`config.mk`:
```
export PLATFORM = sky130hd
export DESIGN_NAME = clk_src_div
export DESIGN_NICKNAME = d
export VERILOG_FILES = /design/src/rtl/clk_src_div_pkg.sv /design/src/rtl/clk_src_div_ctrl.sv /design/src/rtl/clk_src_div_datapath.sv /design/src/rtl/clk_src_div.sv
export SDC_FILE = /design/constraint.sdc
export NUM_CORES = 1
export LEC_CHECK = 0
export BUFFER_PORTS_ARGS = -buffer_cell sky130_fd_sc_hd__buf_2
export CAP_MARGIN = 20
export CORE_AREA = 5 5 85 87
export DETAILED_ROUTE_END_ITERATION = 12
export DIE_AREA = 0 0 90 92
export PLACE_DENSITY = 0.59
export REMOVE_ABC_BUFFERS = 1
export SLEW_MARGIN = 20
export SYNTH_ARGS = -nofsm -noshare
export SYNTH_HDL_FRONTEND = slang
export SYNTH_SLANG_ARGS = --single-unit
```
`constraint.sdc`:
```
create_clock -name clk -period 1.8 [get_ports clk]
set_input_delay 0.27 -clock clk [delete_from_list [all_inputs] [get_ports clk]]
set_output_delay 0.27 -clock clk [all_outputs]
set_load 0.02 [all_outputs]
```
`src/rtl/clk_src_div_pkg.sv`:
```
package clk_src_div_pkg;
  localparam int SRC_COUNT = 4;
  localparam int SEL_W     = $clog2(SRC_COUNT);
  localparam int PRE_W     = 5;
  localparam int POST_W    = 2;

  typedef struct packed {
    logic              clearCnt;
    logic [SEL_W-1:0]  sel;
    logic [PRE_W-1:0]  preDiv;
    logic [POST_W-1:0] postDiv;
  } cfgStrobe_t;
endpackage

```
`src/rtl/clk_src_div_ctrl.sv`:
```
module clk_src_div_ctrl
  import clk_src_div_pkg::*;
#(
  parameter int DATA_W   = 32,
  parameter int SEL_LSB  = 16,
  parameter int PRE_LSB  = 8,
  parameter int POST_LSB = 4
) (
  input  logic              clk,
  input  logic              rstN,
  input  logic              wrEn,
  input  logic [DATA_W-1:0] wrData,
  input  logic              divWrEn,
  input  logic [PRE_W-1:0]  divPre,
  input  logic [POST_W-1:0] divPost,
  output logic [DATA_W-1:0] ctrlReg,
  output logic              rateValid,
  output cfgStrobe_t        cfg
);
  localparam int SEL_MSB  = SEL_LSB + SEL_W - 1;
  localparam int PRE_MSB  = PRE_LSB + PRE_W - 1;
  localparam int POST_MSB = POST_LSB + POST_W - 1;

  logic [DATA_W-1:0] nextReg;
  logic              fieldChange;

  always_comb begin
    nextReg = ctrlReg;
    if (wrEn) begin
      nextReg = wrData;
    end else if (divWrEn) begin
      nextReg[PRE_MSB:PRE_LSB]   = divPre;
      nextReg[POST_MSB:POST_LSB] = divPost;
    end
  end

  assign fieldChange = (nextReg[SEL_MSB:SEL_LSB]   != ctrlReg[SEL_MSB:SEL_LSB])
                    || (nextReg[PRE_MSB:PRE_LSB]   != ctrlReg[PRE_MSB:PRE_LSB])
                    || (nextReg[POST_MSB:POST_LSB] != ctrlReg[POST_MSB:POST_LSB]);

  always_ff @(posedge clk) begin
    if (!rstN) begin
      ctrlReg   <= '0;
      rateValid <= 1'b0;
    end else begin
      ctrlReg   <= nextReg;
      rateValid <= fieldChange;
    end
  end

  always_comb begin
    cfg.clearCnt = fieldChange;
    cfg.sel      = ctrlReg[SEL_MSB:SEL_LSB];
    cfg.preDiv   = ctrlReg[PRE_MSB:PRE_LSB];
    cfg.postDiv  = ctrlReg[POST_MSB:POST_LSB];
  end

  // narrow write port leaves selection untouched
  a_r6_div_write_keeps_sel: assert property (@(posedge clk) disable iff (!rstN)
    (divWrEn && !wrEn) |=> $stable(ctrlReg[SEL_MSB:SEL_LSB]));

  // strobe only follows an actual change of a functional field
  a_r9_strobe_means_change: assert property (@(posedge clk) disable iff (!rstN)
    rateValid |-> ((ctrlReg[SEL_MSB:SEL_LSB] != $past(ctrlReg[SEL_MSB:SEL_LSB]))
                || (ctrlReg[PRE_MSB:PRE_LSB] != $past(ctrlReg[PRE_MSB:PRE_LSB]))
                || (ctrlReg[POST_MSB:POST_LSB] != $past(ctrlReg[POST_MSB:POST_LSB]))));
endmodule

```
`src/rtl/clk_src_div_datapath.sv`:
```
module clk_src_div_datapath
  import clk_src_div_pkg::*;
#(
  parameter int PRE_SRC = 3
) (
  input  logic                 clk,
  input  logic                 rstN,
  input  logic [SRC_COUNT-1:0] srcEn,
  input  cfgStrobe_t           cfg,
  output logic                 divTick,
  output logic                 divLevel
);
  localparam int HALF_W = POST_W + 1;

  logic              selTick;
  logic              usePre;
  logic              preOut;
  logic [PRE_W-1:0]  preCnt;
  logic [POST_W-1:0] postCnt;
  logic [POST_W-1:0] postNext;
  logic [HALF_W-1:0] highSpan;

  assign selTick  = srcEn[cfg.sel];
  assign usePre   = (cfg.sel == SEL_W'(PRE_SRC));
  assign preOut   = usePre ? (selTick && (preCnt == cfg.preDiv)) : selTick;
  assign postNext = (postCnt == cfg.postDiv) ? '0 : postCnt + POST_W'(1);
  assign highSpan = (HALF_W'(cfg.postDiv) + HALF_W'(2)) >> 1;

  always_ff @(posedge clk) begin
    if (!rstN || cfg.clearCnt) begin
      preCnt <= '0;
    end else if (usePre && selTick) begin
      preCnt <= (preCnt == cfg.preDiv) ? '0 : preCnt + PRE_W'(1);
    end
  end

  always_ff @(posedge clk) begin
    if (!rstN || cfg.clearCnt) begin
      postCnt  <= '0;
      divTick  <= 1'b0;
      divLevel <= 1'b0;
    end else begin
      divTick <= preOut && (postCnt == cfg.postDiv);
      if (cfg.postDiv == '0) begin
        divLevel <= preOut;
      end else if (preOut) begin
        divLevel <= (HALF_W'(postNext) < highSpan);
      end
      if (preOut) begin
        postCnt <= postNext;
      end
    end
  end

  // post counter never passes its limit
  a_r4_post_bound: assert property (@(posedge clk) disable iff (!rstN)
    postCnt <= cfg.postDiv);

  // prescale counter stays within its limit and rests for other sources
  a_r5_pre_bound: assert property (@(posedge clk) disable iff (!rstN)
    preCnt <= cfg.preDiv);
  a_r5_pre_idle: assert property (@(posedge clk) disable iff (!rstN)
    !usePre |-> (preCnt == '0));

  // a field change restarts both counters
  a_r8_restart: assert property (@(posedge clk) disable iff (!rstN)
    cfg.clearCnt |=> (preCnt == '0 && postCnt == '0 && !divTick));

  // no output tick without a selected source tick one cycle earlier
  a_r10_tick_needs_source: assert property (@(posedge clk) disable iff (!rstN)
    !selTick |=> !divTick);
endmodule

```
`src/rtl/clk_src_div.sv`:
```
module clk_src_div
  import clk_src_div_pkg::*;
#(
  parameter int DATA_W   = 32,
  parameter int SEL_LSB  = 16,
  parameter int PRE_LSB  = 8,
  parameter int POST_LSB = 4,
  parameter int PRE_SRC  = 3
) (
  input  logic                 clk,
  input  logic                 rstN,
  input  logic [SRC_COUNT-1:0] srcEn,
  input  logic                 wrEn,
  input  logic [DATA_W-1:0]    wrData,
  input  logic                 divWrEn,
  input  logic [PRE_W-1:0]     divPre,
  input  logic [POST_W-1:0]    divPost,
  output logic [DATA_W-1:0]    rdData,
  output logic                 divTick,
  output logic                 divLevel,
  output logic                 rateValid
);
  cfgStrobe_t cfg;

  clk_src_div_ctrl #(
    .DATA_W(DATA_W), .SEL_LSB(SEL_LSB), .PRE_LSB(PRE_LSB), .POST_LSB(POST_LSB)
  ) ctrl_i (
    .clk(clk), .rstN(rstN), .wrEn(wrEn), .wrData(wrData),
    .divWrEn(divWrEn), .divPre(divPre), .divPost(divPost),
    .ctrlReg(rdData), .rateValid(rateValid), .cfg(cfg)
  );

  clk_src_div_datapath #(.PRE_SRC(PRE_SRC)) dp_i (
    .clk(clk), .rstN(rstN), .srcEn(srcEn), .cfg(cfg),
    .divTick(divTick), .divLevel(divLevel)
  );

  // restart cycle and output tick are exclusive
  a_r10_no_tick_with_valid: assert property (@(posedge clk) disable iff (!rstN)
    !(divTick && rateValid));
endmodule

```
## Word level (Yosys, flattened, before mapping)

Cells that the tools add are included.

| operators by class | value |
|---|---|
| add/subtract/negate cells | 3 |
| magnitude comparators | 2 |
| eq/ne operators | 6 |
| muxes and demuxes | 12 |
| reduce and logical (&&, ||, !) cells | 9 |

Operator list:

| operator | count |
|---|---|
| 5-bit two-way mux | 4 |
| 2-bit two-way mux | 3 |
| 5-bit by 1-bit adder with 5-bit output (second input constant) | 1 |
| 5-bit == test | 1 |
| 5-bit inequality test | 1 |
| 1-bit two-way mux | 4 |
| 2-bit inequality test | 2 |
| 2-bit by 2-bit adder with 3-bit output (second input constant) | 1 |
| 1-bit logical AND | 3 |
| 1-bit logical OR | 3 |
| 2-bit by 3-bit < comparator with 1-bit output (second input constant) | 1 |
| 2-bit by 1-bit adder with 2-bit output (second input constant) | 1 |
| 1-bit binary-select mux with 2-bit select | 1 |
| 2-bit == test | 1 |
| 2-bit == test (second input constant) | 1 |
| 2-bit logical NOT | 1 |
| 2-bit < comparator | 1 |
| 2-bit nonzero test | 1 |
| 1-bit logical NOT | 1 |

| word-level totals | value |
|---|---|
| register bits after elaboration | 42 |

## Depth between registers and ports, before layout

Gate-level depths: netlist of run 1.

| logic depth | value |
|---|---|
| word-level depth | 6 |
| gate-level depth with buffers | 9 |
| gate-level depth less buffers | 8 |

## Modules after synthesis

A second synthesis of run 1 with hierarchy kept.

| unflattened totals | value |
|---|---|
| cell total of the unflattened synthesis | 232 |
| area, all modules | 2,113.3 µm² |

By module, submodules not included:

| module | times used | cells each | area each (µm²) |
|---|---|---|---|
| clk_src_div_ctrl | 1 | 162 | 1,515.2 |
| clk_src_div_datapath | 1 | 70 | 598.1 |

## Least setup slack after synthesis of run 1

No wires, ideal clock.

| timing | value |
|---|---|
| path type | register to register |
| start | register ctrl_i.ctrlReg[4] |
| end | register dp_i.divLevel |
| setup time | 70 ps |
| arrival time | 1,522 ps |
| setup slack | 207 ps |
| cell stages (with the launch flop) | 10 |
| clock period less this slack | 1,593 ps |
| cell sequence | dfxtp_1 buf_6 xor2_1 nor2_1 nor2_1 ha_1 nand2b_1 a21oi_1 o21ai_1 a21oi_1 |

| between the ends | value |
|---|---|
| cells in the longest elaborated chain, start to end | 5 |
| elaborated cells on any way between the ends | 13 |
| classes of those cells | add/sub: 1; order compare: 1; eq/ne: 2; mux: 5; reduce/logical: 4 |

RTL lines:

| what | line | source |
|---|---|---|
| start, declared | clk_src_div_ctrl.sv:16 | `output logic [DATA_W-1:0] ctrlReg,` |
| start signal, assigned | clk_src_div_ctrl.sv:46 | `ctrlReg <= nextReg;` |
| 2-bit == test | clk_src_div_datapath.sv:26 | `assign postNext = (postCnt == cfg.postDiv) ? '0 : postCnt + POST_W'(1);` |
| 2-bit two-way mux | clk_src_div_datapath.sv:26 |  |
| net dp_i.postNext[1] | clk_src_div_datapath.sv:20 | `logic [POST_W-1:0] postNext;` |
| 2-bit < comparator | clk_src_div_datapath.sv:47 | `divLevel <= (HALF_W'(postNext) < highSpan);` |
| 1-bit two-way mux | clk_src_div_datapath.sv:46 | `end else if (preOut) begin` |
| 1-bit two-way mux | clk_src_div_datapath.sv:44 | `if (cfg.postDiv == '0) begin` |
| end signal, assigned | clk_src_div_datapath.sv:45 | `divLevel <= preOut;` |
| end signal, assigned | clk_src_div_datapath.sv:47 |  |
| end, declared | clk_src_div_datapath.sv:11 | `output logic divLevel` |

The timed path passes the listed nets, and every way through them passes these cells. The select of a mux whose other input is x is not followed.
A chain may end at the register's enable or synchronous reset.

## Worst setup path in the final report of run 1

| timing | value |
|---|---|
| start | register ctrl_i.ctrlReg[5] |
| end | register dp_i.preCnt[2] |

| between the ends | value |
|---|---|
| cells in the longest elaborated chain, start to end | 5 |

RTL lines:

| what | line | source |
|---|---|---|
| 2-bit two-way mux | clk_src_div_ctrl.sv:31 | `end else if (divWrEn) begin` |
| 2-bit two-way mux | clk_src_div_ctrl.sv:29 | `if (wrEn) begin` |
| 2-bit inequality test * | clk_src_div_ctrl.sv:39 | `\|\| (nextReg[POST_MSB:POST_LSB] != ctrlReg[POST_MSB:POST_LSB]);` |
| 1-bit logical OR * | clk_src_div_ctrl.sv:39 |  |
| 1-bit logical OR * | clk_src_div_datapath.sv:30 | `if (!rstN \|\| cfg.clearCnt) begin` |
| end signal, assigned | clk_src_div_datapath.sv:33 | `preCnt <= (preCnt == cfg.preDiv) ? '0 : preCnt + PRE_W'(1);` |
| end, declared | clk_src_div_datapath.sv:18 | `logic [PRE_W-1:0] preCnt;` |

Mark *: on every way between the ends. The rest lies on a longest branch, timed or not.

==> summary.md, run 1 <==
| Metric | Value |
|---|---|
| Status | `completed` |
| Site row count | `29` |
| ANT cells | `0` |
| Int Pwr | `between 1.5 and 2 mW` |
| Post-Route WL | `4870 um` |
| Max-cap viol count | `0` |
| Area Growth Syn to Fin | `26.6%` |
| Post-CTS Resized | `0` |
| Clock share of power | `around a third` |
| Final Slew Violations | `0` |
| Starting Density | `between 30% and 40%` |
| Sequential area share after synthesis | `39.4%` |
| Port bufs | `roughly 80` |
| Netlist cell types | `33` |
| Nets | `around 340` |
| Synth warn | `0` |
| Hold Path Sink | `ctrl_i.ctrlReg[25]$_SDFFE_PN0P_` |
| CP endpoint kind | `register` |
| CTS tree | `built` |
| Net Sw Power | `between 500 and 600 uW` |
| Crit path cell chain | `buf_4 -> xnor2_2 -> nand4_1 -> o31ai_4 -> nand3_4 -> nor3_1` |
| Crit path kind | `reg2reg` |
| Hold Crit Start | `wrData[25]` |
| Synthesized area per cell | `slightly below 10 um^2` |
| Max clock buf depth | `2` |
| Placed cells | `about 370` |
| Clk_lat worst skew | `between 200 and 300 ps` |
| Detailed-route via count | `1,686` |
| Final TNS setup | `0 ps` |
| Sink Count | `42` |
| Die Ht | `92 um` |
| Mapped Area | `about 0.0021 mm^2` |
| Max VDD drop | `just over 0.4 mV` |
| Final hold violations | `0` |
| Worst path top cell family by delay | `simple AND/OR/NAND/NOR gates` |
| GRT Overall Usage | `12.0%` |
| IO Pins | `slightly above 80` |
| Fin crit share | `between 90% and 100%` |
| Clock-pin slew on the worst setup and hold paths | `roughly 80 ps` |
| Startpoint Class | `register` |
| Worst reg2reg path depth | `6` |
| Synth Register Bits | `42` |
| Layout fillers | `around 630` |
| Layout Utilization | `a little over two fifths` |
| Comb power frac | `a little under a fifth` |
| Slew headroom | `a little under 80%` |
| Critical path buffer and inverter count | `1` |
| Skew final | `3.74 ps` |
| Pwr Density | `808 mW/mm^2` |
| Switching share of power | `approximately a quarter` |
| Core box area | `between 0.006 and 0.007 mm^2` |
| Min Hold Slack | `231 ps` |
| First DRT Iteration DRCs | `33` |
| Via density | `4.53` |
| Flop2flop setup slack | `between 150 and 200 ps` |
| Gpl congestion | `roughly 0.8` |
| Crit-path max cell delay | `470 ps` |
| R2R Path End | `dp_i.preCnt[2]$_SDFFE_PP0P_` |
| Critical Path Stages | `6` |
| RSZ-0062 raised after global routing | `false` |
| CTS Root Cell | `clkbuf_8` |
| Overall Power | `2.18 mW` |
| Non-Filler Instances | `about 370` |
| Pleak | `1.24 nW` |
| Worst EP required | `between 2000 and 2500 ps` |
| F_max | `~610 MHz` |
| Global route overflow | `0` |
| Die Span X | `roughly 90 um` |
| Die area | `slightly above 0.008 mm^2` |
| H-tree depth | `2` |
| Vias in the first global route | `1,772` |
| Share of cells above drive strength 1 | `roughly a third` |
| Hold Crit Class | `in2reg` |
| Wire length per cell | `~13 um` |
| CP max-delay cell | `dfxtp_1` |
| Initial antenna violation count | `0` |
| Post-DRT Antenna Nets | `0` |
| Reg2reg start | `ctrl_i.ctrlReg[5]$_SDFF_PN0_` |
| CTS Hold Bufs | `0` |
| Register share of total power | `between 40 and 50%` |
| Pre-antenna DRT Iters | `4` |
| HPWL after DPL | `approximately 3800 um` |
| # setup viols final | `0` |
| Largest net degree at the start of global routing | `25` |
| CTS buffer count | `5` |
| CP arrival | `1850 ps` |
| Max FO, Critical Path | `9` |
| Final min period | `between 1500 and 2000 ps` |
| DRC violations left | `0` |
| WHS Path Cells | `3` |
| Setup bufs post-CTS | `0` |
| Worst slew pin tran | `about 330 ps` |
| First-pass GRT wire length | `roughly 8300 um` |
| Synth Instances | `about 220` |
[cells in the final DEF (no fill, tap or decap)]
cell type  instances
buf_2             81
dfxtp_1           41
mux2i_1           35
nor2b_1           25
xnor2_1           20
nand2_1           14
nor2_1            10
o21ai_0           10
and2_1             9
xor2_1             6
clkbuf_8           6
nand4_1            4
buf_4              4
a21oi_1            3
nor3_1             3
inv_1              2
a21boi_0           2
nand2b_1           2
ha_1               2
nand3_1            1
o22ai_1            1
xnor2_2            1
a41oi_1            1
o31ai_4            1
nand3_4            1
nand4_2            1
mux2_4             1
o22ai_2            1
a211oi_4           1
or2_1              1
o21ai_1            1
and3_1             1
a221oi_2           1
bufinv_16          1
dfxtp_2            1
[final cells by class]
cell class | instances | area [um^2] | area share [%]
timing repair buffer | 85 | 435 | 16.1
tap | 77 | 96.3 | 3.57
inverter | 2 | 7.51 | 0.278
sequential | 42 | 842 | 31.2
clock buffer | 6 | 82.6 | 3.06
multi-input combinational | 159 | 1210 | 44.7
clock inverter | 1 | 30.0 | 1.11
[per-stage QoR]
step                      area [um^2]  setup WS [ps]
after floorplan                  2050            161
after global placement           2590            160
after detailed placement         2590            130
after CTS                        2700            114
after global routing             2700           18.3
final                            2700            167
[tightest hold or removal path, cell delays in order]
cell     delay (ps)
buf_2            70
mux2i_1          50
nor2b_1          90
[power groups by stage]
stage          sequential (mW)  clock, mW  combinational [mW]
3_5_place_dp              1.04          0               0.407
4_1_cts                   1.02      0.790               0.408
3_3_place_gp              1.04          0               0.404
2_1_floorplan             1.09          0               0.178
6_report                  1.02      0.764               0.401
5_1_grt                   1.03      0.831               0.444
[logic make-up (layout without fill, tap and decap cells)]
kind of cell	Yosys count	in the layout	synth area share (%)
adders and majority gates	2	2	1.17
AOI/OAI and AO/OA	22	22	7.92
muxes	36	36	17.1
and+or+nand+nor	72	72	18.9
DFF	42	42	39.4
xor gates and xnor gates	27	27	11.4
buffers and inverters	15	94	4.05
[state kept, by name, summed over array words and instances, names as in the netlist]
register / cells
ctrl_i.ctrlReg: 32
dp_i.postCnt: 2
dp_i.divLevel: 1
dp_i.divTick: 1
dp_i.preCnt: 5
ctrl_i.rateValid: 1
[routing by layer]
layer	vias to the layer above	track usage [%]	share of wire (%)
li1	881	-	-
met1	742	14.3	44
met2	55	19.5	46
met3	8	5.56	9.0
met4	0	3.35	1.1
met5	-	0	0
[how the worst max path moves through the flow]
stage                                  from                     endpoint
3_5_place_dp   ctrl_i.ctrlReg[4]$_SDFF_PN0_   dp_i.divLevel$_SDFFE_PP0P_
4_1_cts        ctrl_i.ctrlReg[4]$_SDFF_PN0_   dp_i.divLevel$_SDFFE_PP0P_
6_report       ctrl_i.ctrlReg[5]$_SDFF_PN0_  dp_i.preCnt[2]$_SDFFE_PP0P_
5_1_grt        ctrl_i.ctrlReg[5]$_SDFF_PN0_   dp_i.divLevel$_SDFFE_PP0P_
2_1_floorplan  ctrl_i.ctrlReg[5]$_SDFF_PN0_   dp_i.divLevel$_SDFFE_PP0P_
3_3_place_gp   ctrl_i.ctrlReg[4]$_SDFF_PN0_   dp_i.divLevel$_SDFFE_PP0P_
[cells in the mapped netlist]
master | count | area, um^2
dfxtp_1 | 42 | 841
mux2i_1 | 35 | 350
nor2b_1 | 25 | 156
xnor2_1 | 20 | 175
nand2_1 | 14 | 52.6
nor2_1 | 10 | 37.5
o21ai_0 | 10 | 50.1
and2_1 | 9 | 56.3
buf_2 | 6 | 30.0
xor2_1 | 6 | 52.6
clkbuf_1 | 4 | 15.0
nand4_1 | 4 | 25.0
a21oi_1 | 3 | 15.0
buf_6 | 3 | 33.8
nor3_1 | 3 | 15.0
a21boi_0 | 2 | 15.0
ha_1 | 2 | 25.0
inv_1 | 2 | 7.51
nand2b_1 | 2 | 12.5
a211oi_4 | 1 | 20.0
a221oi_2 | 1 | 15.0
a41oi_1 | 1 | 8.76
and3_1 | 1 | 6.26
mux2_4 | 1 | 15.0
nand3_1 | 1 | 5.00
nand3_4 | 1 | 17.5
nand4_2 | 1 | 12.5
o21ai_1 | 1 | 5.00
o22ai_1 | 1 | 6.26
o22ai_2 | 1 | 12.5
o31ai_4 | 1 | 21.3
or2_1 | 1 | 6.26
xnor2_2 | 1 | 16.3
(Power assumes the default switching activity.)
==> inputs of run 2 (changes only) <==
ABC_AREA = 1   (was not set)
SKIP_CTS_REPAIR_TIMING = 1   (was not set)
==> summary.md, run 2 <==
| Metric | Value |
|---|---|
| Status | `completed` |
| First DRT Iteration DRCs | `78` |
| Hold Crit Class | `in2reg` |
| Pleak | `between 1 and 1.5 nW` |
| Most common cell in the netlist | `nand2_1` |
| RSZ-0062 raised after global routing | `false` |
| Leading area contributor after synthesis | `dfxtp_1` |
| Max reg flops | `32` |
| Startpoint Class | `register` |
| Synthesized area per cell | `approximately 6.4 um^2` |
| Commonest cells after routing, fill and taps aside | `nand2_1, buf_2, nor2_1` |
| Worst path top cell family by delay | `simple AND/OR/NAND/NOR gates` |
| Worst slew pin tran | `~340 ps` |
| GRT Overall Usage | `about 14%` |
| Worst EP required | `between 2000 and 2500 ps` |
| Starting Density | `about 34%` |
| Max clock buf depth | `2` |
| Synth top area share | `slightly below 40%` |
| Layout Utilization | `approximately 43%` |
| Synth Instances | `roughly 330` |
| Int Pwr | `1.41 mW` |
| Async S/R FF share, synth | `0%` |
| CP arrival | `1830 ps` |
| Global route overflow | `0` |
| Sequential area share after synthesis | `39.4%` |
| F_max | `around 630 MHz` |
| Max-cap viol count | `0` |
| Max VDD drop | `around 0.52 mV` |
| Netlist cell types | `25` |
| CTS Root Cell | `clkbuf_8` |
| Clk_lat worst skew | `290 ps` |
| Top cells by area, synth | `dfxtp_1, nand2_1, nor2_1, nand3_1, o21ai_0` |
| Multiplexer share of the synthesized area | `0%` |
| Port bufs | `just over 80` |
| Final TNS setup | `0 ps` |
| Gpl congestion | `just over 0.8` |
| Skew final | `~7.6 ps` |
| Max FO, Critical Path | `5` |
| Post-DRT Antenna Nets | `0` |
| ANT cells | `0` |
| Register share of total power | `between 40 and 50%` |
| Sink Count | `42` |
| Wire length per cell | `11.7 um` |
| Synth Area in Compound Gates | `8.09%` |
| Final min period | `around 1600 ps` |
| Fin crit share | `between 80 and 90%` |
| Area Growth Syn to Fin | `26.8%` |
| Vias in the first global route | `~2,200` |
| Pre-antenna DRT Iters | `6` |
| Min Hold Slack | `around 190 ps` |
| Site row count | `29` |
| Top reg by flops | `ctrl_i.ctrlReg` |
| Placed cells | `just under 500` |
| Clock-pin slew on the worst setup and hold paths | `about 80 ps` |
| Net Sw Power | `roughly 630 uW` |
| Biggest regs | `ctrl_i.ctrlReg: 32 flops, dp_i.preCnt: 5 flops, dp_i.postCnt: 2 flops` |
| Top cells by count, synth | `nand2_1, nor2_1, dfxtp_1` |
| Switching share of power | `between 30% and 40%` |
| Main synth FF type | `dfxtp_1` |
| EDFF count, synth | `0` |
| Comb power frac | `slightly above 20%` |
| Non-Filler Instances | `just under 500` |
| Nets | `466` |
| Core box area | `roughly 0.0063 mm^2` |
| Xor/xnor share of the synthesized area | `0.821%` |
| Synth Register Bits | `42` |
| Most common cell after layout, fill and taps aside | `nand2_1` |
| Post-Route WL | `between 5000 and 6000 um` |
| Crit-path max cell delay | `400 ps` |
| Via density | `approximately 4.6` |
| # setup viols final | `0` |
| Final Slew Violations | `0` |
| Crit path cell chain | `inv_1 -> nand2_1 -> nand2_1 -> nand2_1 -> inv_1 -> a21oi_1 -> ha_1 -> nand2_1 -> nand2_1 -> nand3_1 -> nand2_1 -> nor2_2` |
| Detailed-route via count | `2,294` |
| H-tree depth | `2` |
| HPWL after DPL | `4530 um` |
| IO Pins | `82` |
| Synth warn | `0` |
| Critical path buffer and inverter count | `2` |
| CP max-delay cell | `dfxtp_1` |
| CTS tree | `built` |
| Initial antenna violation count | `0` |
| Die Span X | `around 90 um` |
| Layout fillers | `approximately 680` |
| Crit path kind | `reg2reg` |
| Final hold violations | `0` |
| Mapped Area | `0.00213 mm^2` |
| Slew headroom | `between 70% and 80%` |
| CTS buffer count | `5` |
| Die area | `approximately 0.0083 mm^2` |
| Largest family of logic cells by synthesized area | `simple AND/OR/NAND/NOR gates` |
| First-pass GRT wire length | `9850 um` |
| Share of cells above drive strength 1 | `around a quarter` |
| Most used cell, CP | `nand2_1` |
| Post-Synth Simple-Gate Area | `41.6%` |
| Post-synthesis adder-cell area fraction | `~1.2%` |
| DRC violations left | `0` |
| Clock share of power | `a little under 30%` |
| Largest net degree at the start of global routing | `25` |
| CP endpoint kind | `register` |
| Die Ht | `around 90 um` |
| Pwr Density | `~750 mW/mm^2` |
-- run 2: changes by cell type after synthesis, moves of 5 or more --
cell,previous run,this run
and2_1,9,0
buf_2,6,1
inv_1,2,31
mux2i_1,35,0
nand2_1,14,92
nand3_1,1,37
nor2_1,10,66
nor2b_1,25,0
o21ai_0,10,25
xnor2_1,20,1
xor2_1,6,1
-- run 2: area by class of cell --
type / count / area [um^2] / area share [%]
Tap cell: 77 / 96.3 / 3.56
Clock inverter: 2 / 13.8 / 0.509
Inverter: 34 / 128 / 4.72
Sequential cell: 42 / 841 / 31.1
Multi-Input combinational cell: 247 / 1100 / 40.8
Timing Repair Buffer: 87 / 450 / 16.7
Clock buffer: 6 / 72.6 / 2.68
-- run 2: final timing paths --
check	startpoint	endpoint	slack [ps]	cells past startpoint
max	ctrl_i.ctrlReg[5]$_SDFF_PN0_	dp_i.divLevel$_SDFFE_PP0P_	210	12
min	wrData[6]	ctrl_i.ctrlReg[6]$_SDFFE_PN0P_	190	3
max reg2reg	ctrl_i.ctrlReg[5]$_SDFF_PN0_	dp_i.divLevel$_SDFFE_PP0P_	210	12
min reg2reg	ctrl_i.ctrlReg[24]$_SDFFE_PN0P_	ctrl_i.ctrlReg[24]$_SDFFE_PN0P_	500	2
-- run 2: worst min-delay path, cell delays in order --
cell and delay, ps:
buf_2 70, nor2_1 30, nor2_1 80
-- run 2: power by group through the flow --
| stage | Combinational [mW] | Clock, mW | Sequential (mW) |
|---|---|---|---|
| floorplan | 0.189 | 0 | 1.10 |
| global placement | 0.425 | 0 | 1.04 |
| finish | 0.424 | 0.599 | 1.02 |
| CTS | 0.430 | 0.630 | 1.02 |
| global route | 0.482 | 0.667 | 1.03 |
| detailed placement | 0.428 | 0 | 1.04 |
-- run 2: through the flow --
step | power (mW) | cell area [um^2] | setup WS (ps)
after floorplan | 1.29 | 2070 | 237
after detailed placement | 1.47 | 2620 | 208
final | 2.04 | 2710 | 205
after CTS | 2.08 | 2710 | 185
after global routing | 2.18 | 2710 | 46.4
after global placement | 1.47 | 2620 | 234
-- run 2: cells by family after synthesis --
kind of cell / after synthesis
AOI/OAI and AO/OA: 33
xor gates and xnor gates: 2
adders and majority gates: 2
buffers and inverters: 45
DFF: 42
and+or+nand+nor: 210
-- run 2: layer usage --
| metal | global-route usage (%) | routed length, um |
|---|---|---|
| met5 | 0 | 0 |
| met4 | 2.98 | 53 |
| met3 | 5.56 | 596 |
| met2 | 24.3 | 2730 |
| met1 | 16.8 | 2440 |
